File: src/rtl/stepacq_pkg.sv
package stepacq_pkg;
  // Edge counting policy as seen on the edge-select input
  typedef enum logic {
    EDGE_BOTH = 1'b0,
    EDGE_RISE = 1'b1
  } edge_policy_e;

  // Idle level of the step input (pulled up when open)
  localparam logic STEP_IDLE = 1'b1;
endpackage

File: src/rtl/stepacq_sync.sv
// Two-stage synchroniser bank with hold and per-bit reset value
module stepacq_sync #(
  parameter int          W       = 4,
  parameter logic [W-1:0] RST_VAL = '0
) (
  input  logic         clk,
  input  logic         rst,
  input  logic         en,
  input  logic [W-1:0] d,
  output logic [W-1:0] q
);
  logic [W-1:0] meta_q;
  logic [W-1:0] stab_q;

  always_ff @(posedge clk) begin
    if (rst) begin
      meta_q <= RST_VAL;
      stab_q <= RST_VAL;
    end else if (en) begin
      meta_q <= d;
      stab_q <= meta_q;
    end
  end

  assign q = stab_q;
endmodule

File: src/rtl/stepacq_filter.sv
// Shift-register glitch filter: level accepted after LEN equal samples
module stepacq_filter #(
  parameter int   LEN  = 8,
  parameter logic IDLE = 1'b1
) (
  input  logic clk,
  input  logic rst,
  input  logic en,
  input  logic din,
  output logic lvl_o,
  output logic chg_o,
  output logic rise_o
);
  logic [LEN-1:0] hist_q;
  logic           lvl_q;
  logic           all_hi;
  logic           all_lo;

  generate
    if (LEN == 1) begin : g_single
      always_ff @(posedge clk) begin
        if (rst)     hist_q <= {LEN{IDLE}};
        else if (en) hist_q <= din;
      end
    end else begin : g_chain
      always_ff @(posedge clk) begin
        if (rst)     hist_q <= {LEN{IDLE}};
        else if (en) hist_q <= {hist_q[LEN-2:0], din};
      end
    end
  endgenerate

  assign all_hi = &hist_q;
  assign all_lo = ~|hist_q;
  assign chg_o  = en && ((all_hi && !lvl_q) || (all_lo && lvl_q));
  assign rise_o = all_hi;

  always_ff @(posedge clk) begin
    if (rst)        lvl_q <= IDLE;
    else if (chg_o) lvl_q <= all_hi;
  end

  assign lvl_o = lvl_q;
endmodule

File: src/rtl/stepacq_qual.sv
// Edge qualification, direction/mode capture, delayed step strobe
module stepacq_qual
  import stepacq_pkg::*;
#(
  parameter int MODE_W = 2
) (
  input  logic              clk,
  input  logic              rst,
  input  logic              en,
  input  logic              chg,
  input  logic              rise,
  input  edge_policy_e      policy,
  input  logic              dir_s,
  input  logic [MODE_W-1:0] mode_s,
  output logic              step_o,
  output logic              dir_o,
  output logic [MODE_W-1:0] mode_o
);
  logic              take;
  logic              pend_q;
  logic              step_q;
  logic              dir_q;
  logic [MODE_W-1:0] mode_q;

  assign take = chg && (rise || (policy == EDGE_BOTH));

  always_ff @(posedge clk) begin
    if (rst) begin
      pend_q <= 1'b0;
      dir_q  <= 1'b0;
      mode_q <= '0;
    end else if (en) begin
      pend_q <= take;
      if (take) begin
        dir_q  <= dir_s;
        mode_q <= mode_s;
      end
    end
  end

  always_ff @(posedge clk) begin
    if (rst)     step_q <= 1'b0;
    else if (en) step_q <= pend_q;
    else         step_q <= 1'b0;
  end

  assign step_o = step_q;
  assign dir_o  = dir_q;
  assign mode_o = mode_q;
endmodule

File: src/rtl/stepclk_acq.sv
module stepclk_acq
  import stepacq_pkg::*;
#(
  parameter int FILT_LEN = 8,
  parameter int MODE_W   = 2
) (
  input  logic              clk,
  input  logic              rst,
  input  logic              enable_i,
  input  logic              step_i,
  input  logic              one_edge_i,
  input  logic              dir_i,
  input  logic [MODE_W-1:0] mode_i,
  output logic              step_o,
  output logic              dir_o,
  output logic [MODE_W-1:0] mode_o
);
  localparam int SW = MODE_W + 3;
  localparam logic [SW-1:0] SYNC_RST = {STEP_IDLE, 1'b1, 1'b0, {MODE_W{1'b0}}};

  logic [SW-1:0]     sync_d;
  logic [SW-1:0]     sync_q;
  logic              step_s;
  logic              edge_s;
  logic              dir_s;
  logic [MODE_W-1:0] mode_s;
  logic              filt_lvl;
  logic              filt_chg;
  logic              filt_rise;
  edge_policy_e      policy;

  assign sync_d = {step_i, one_edge_i, dir_i, mode_i};

  stepacq_sync #(.W(SW), .RST_VAL(SYNC_RST)) u_sync (
    .clk (clk),
    .rst (rst),
    .en  (enable_i),
    .d   (sync_d),
    .q   (sync_q)
  );

  assign step_s = sync_q[SW-1];
  assign edge_s = sync_q[SW-2];
  assign dir_s  = sync_q[MODE_W];
  assign mode_s = sync_q[MODE_W-1:0];
  assign policy = edge_s ? EDGE_RISE : EDGE_BOTH;

  stepacq_filter #(.LEN(FILT_LEN), .IDLE(STEP_IDLE)) u_filt (
    .clk    (clk),
    .rst    (rst),
    .en     (enable_i),
    .din    (step_s),
    .lvl_o  (filt_lvl),
    .chg_o  (filt_chg),
    .rise_o (filt_rise)
  );

  stepacq_qual #(.MODE_W(MODE_W)) u_qual (
    .clk    (clk),
    .rst    (rst),
    .en     (enable_i),
    .chg    (filt_chg),
    .rise   (filt_rise),
    .policy (policy),
    .dir_s  (dir_s),
    .mode_s (mode_s),
    .step_o (step_o),
    .dir_o  (dir_o),
    .mode_o (mode_o)
  );
endmodule

File: config.mk
export PLATFORM = sky130hd
export DESIGN_NAME = stepclk_acq
export DESIGN_NICKNAME = d
export VERILOG_FILES = /design/src/rtl/stepacq_pkg.sv /design/src/rtl/stepacq_sync.sv /design/src/rtl/stepacq_filter.sv /design/src/rtl/stepacq_qual.sv /design/src/rtl/stepclk_acq.sv
export SDC_FILE = /design/constraint.sdc
export NUM_CORES = 1
export LEC_CHECK = 0
export ABC_AREA = 1
export BUFFER_PORTS_ARGS = -buffer_cell sky130_fd_sc_hd__buf_4
export CAP_MARGIN = 5
export CORE_MARGIN = 1.5
export CORE_UTILIZATION = 52
export CTS_CLUSTER_SIZE = 20
export DETAILED_ROUTE_END_ITERATION = 10
export GPL_TIMING_DRIVEN = 1
export PLACE_DENSITY = 0.83
export RECOVER_POWER = 100
export SLEW_MARGIN = 20
export SYNTH_ARGS = -nofsm -noshare
export SYNTH_HDL_FRONTEND = slang
export SYNTH_HIERARCHICAL = 1
export SYNTH_SLANG_ARGS = --single-unit
export TNS_END_PERCENT = 100
File: constraint.sdc
create_clock -name clk -period 1.7 [get_ports clk]
set_clock_uncertainty 0.2 [all_clocks]
set_input_delay 0.255 -clock clk [delete_from_list [all_inputs] [get_ports clk]]
set_output_delay 0.255 -clock clk [all_outputs]
set_load 0.03 [all_outputs]
==> results.sh <==
export IMPL_outcome="completed"
export IMPL_final_net_count=167
export IMPL_synth_distinct_cells=16
export IMPL_synth_edf_count=0
export IMPL_vias_per_cell=4.66
export IMPL_synth_top_cell_area_share_pct=48.2
export IMPL_syn_area_per_cell_um2=6.96
export IMPL_io_pins=12
export IMPL_dp_hpwl_mm=1.13
export IMPL_yosysSeqAreaShare_pct=48.2
export IMPL_wire_per_inst_um=8.93
export IMPL_tightest_slew_ns=0.367
export IMPL_antenna_found_initial=0
export IMPL_drive_gt1_share_pct=8.86
export IMPL_antenna_diode_count=0
export IMPL_critPathLaunchType="flop"
export IMPL_clock_path_buffers=2
export IMPL_synth_top_area_cell="dfxtp_1"
export IMPL_clkLatencyLatePin_ns=0.30
export IMPL_cp_common_cell="nand2_1"
export IMPL_drt_pre_antenna_iters=4
export IMPL_relSlewSlack_pct=75.7
export IMPL_grt_overflow=0
export IMPL_clock_root_buffer="clkbuf_4"
export IMPL_wl_mm=1.64
export IMPL_crit_path_max_incr_delay_ns=0.40
export IMPL_critPathSlowestCell="dfxtp_1"
export IMPL_path_cells="nand2_1 > nor2_2 > nand3b_1 > nand2_1 > nand2_1 > inv_1 > nand2_1 > inv_2 > nand3_1 > nand2_1 > nor2_1"
export IMPL_postRouteAntennaNets=0
export IMPL_dieArea_um2=2190
export IMPL_hp_class="in2reg"
export IMPL_initial_utilization_pct=56.5
export IMPL_rsz0062_at_grt="false"
export IMPL_pre_cts_ws_ns=0.190
export IMPL_cpLargestDelayFamily="simple AND/OR/NAND/NOR gates"
export IMPL_yosysMostFrequentCell="nand2_1"
export IMPL_yosys_warnings=6
export IMPL_period_share_pct=91.0
export IMPL_max_cap_viol_count=0
export IMPL_max_freq_ghz=0.646
export IMPL_fin_crit_ns=1.55
export IMPL_seq_area_um2=480
export IMPL_synth_nets=151
export IMPL_cts_resized=0
export IMPL_powerDensity_nw_per_um2=903
export IMPL_syn_area_um2=996
export IMPL_setup_ws_ns=0.152
export IMPL_clock_sinks=24
export IMPL_peakVddDrop_mv=0.440
export IMPL_cts_made_buffers=3
export IMPL_hold_violations=0
export IMPL_path_max_fanout=7
export IMPL_arrival_ns=1.56
export IMPL_fp_dieW_um=46.8
export IMPL_drc=0
export IMPL_htree_levels=1
export IMPL_synth_cells=143
export IMPL_slew_violations=0
export IMPL_ys_ff_latch=24
export IMPL_synth_top_cells_by_area="dfxtp_1 48%, nand2_1 19%, nand3_1 8.5%, nor2_1 7.5%, inv_1 6.0%"
export IMPL_multiInputGateArea_um2=410
export IMPL_gp_congestion=0.749
export IMPL_syn2layout_area_growth_pct=12.4
export IMPL_p_total_mw=1.01
export IMPL_ys_async_sr_fraction_pct=0
export IMPL_grt_max_degree=33
export IMPL_chipHeight_um=46.8
export IMPL_nFillCells=174
export IMPL_num_rows=15
export IMPL_core_region_area_um2=1760
export IMPL_p_leak_nw=0.576
export IMPL_grt_pass1_vias=674
export IMPL_setup_viol_count_final=0
export IMPL_path_class="reg2reg"
export IMPL_grt_pass1_wl_mm=2.66
export IMPL_cts_tree="built"
export IMPL_worst_path_buf_inv=2
export IMPL_cp_required_ns=1.71
export IMPL_ys_flop_type="dfxtp_1"
export IMPL_vias=853
export IMPL_synth_commonest_cells="50 x nand2_1, 24 x dfxtp_1, 20 x nor2_1"
export IMPL_track_usage_pct=17.4
export IMPL_end_kind="flop"
export IMPL_drt_iter0_markers=32
export IMPL_io_buffers=11
export IMPL_clkTransAtPathRegs_ns=0.13
export IMPL_tns_ns=0
-- cells by family after synthesis --
logic type | after synthesis | synth area share [%]
buffers and inverters | 21 | 10.6
AOI/OAI and AO/OA | 6 | 3.02
DFF | 24 | 48.2
and+or+nand+nor | 92 | 38.2
-- report_power, final --
group | total [mW] | switching [mW] | internal (mW)
clock | 0.290 | 0.160 | 0.131
sequential | 0.610 | 0.0191 | 0.591
combinational | 0.111 | 0.0655 | 0.0459
-- flip-flops by register name, indices dropped and copies added (netlist names) --
signal / cells
u_filt/lvl_o: 1
u_qual/pend_q: 1
u_sync/q: 5
u_qual/step_o: 1
u_sync/meta_q: 5
u_qual/dir_o: 1
u_filt/hist_q: 8
u_qual/mode_o: 2
-- cell usage in the layout, fill, tap and decap left out --
master	n
a21oi_1	4
and2_2	1
buf_4	6
clkbuf_1	5
clkbuf_4	3
clkbuf_8	1
clkinv_1	1
dfxtp_1	24
dlygate4sd3_1	3
inv_1	16
inv_2	1
nand2_1	50
nand2_2	1
nand3_1	17
nand3b_1	1
nor2_1	20
nor2_2	1
nor3_1	1
o21ai_0	2
-- worst register-to-register path: stages (launching register included) --
cell,delay (ns)
dfxtp_1,0.40
nand2_1,0.08
nor2_2,0.11
nand3b_1,0.08
nand2_1,0.09
nand2_1,0.07
inv_1,0.06
nand2_1,0.05
inv_2,0.12
nand3_1,0.08
nand2_1,0.07
nor2_1,0.04
-- through the flow --
stage	hold WS, ns	utilization [%]	std cells	cell area [µm²]
final	0.0285	63.5	183	1120
after global routing	0.0331	63.5	183	1120
after CTS	0.0258	64.5	183	1140
after detailed placement	0.221	60.8	176	1070
after global placement	0.218	60.8	176	1070
after floorplan	0.127	-	143	996
-- final timing paths --
path                                  startpoint                to  slack [ns]  cells past startpoint
worst max register to register  u_filt/hist_q[6]  u_qual/mode_o[1]        0.15                     11
worst min register to register     u_qual/pend_q     u_qual/step_o        0.24                      2
worst min-delay path                       dir_i  u_sync/meta_q[2]        0.03                      5
worst max-delay path            u_filt/hist_q[6]  u_qual/mode_o[1]        0.15                     11
-- metal layers --
layer / vias to the layer above / routed length [µm] / global-route usage [%]
li1: 465 / - / -
met1: 375 / 791 / 21.2
met2: 11 / 782 / 27.9
met3: 2 / 43 / 4.62
met4: 0 / 18 / 10.0
met5: - / 0 / 0
-- repair_timing --
action | 4_1_cts | 5_1_grt
setup endpoints to repair | 0 | 0
hold buffers | 3 | 0
endpoints found under the hold margin | 4 | 0
buffers inserted | 0 | 0
-- layout make-up --
cell class	count	area share, %
Sequential cell	24	42.9
Clock buffer	4	3.24
Timing Repair Buffer	14	8.38
Tap cell	25	2.79
Multi-Input combinational cell	98	36.6
Inverter	18	6.03
(Power assumes the default switching activity.)
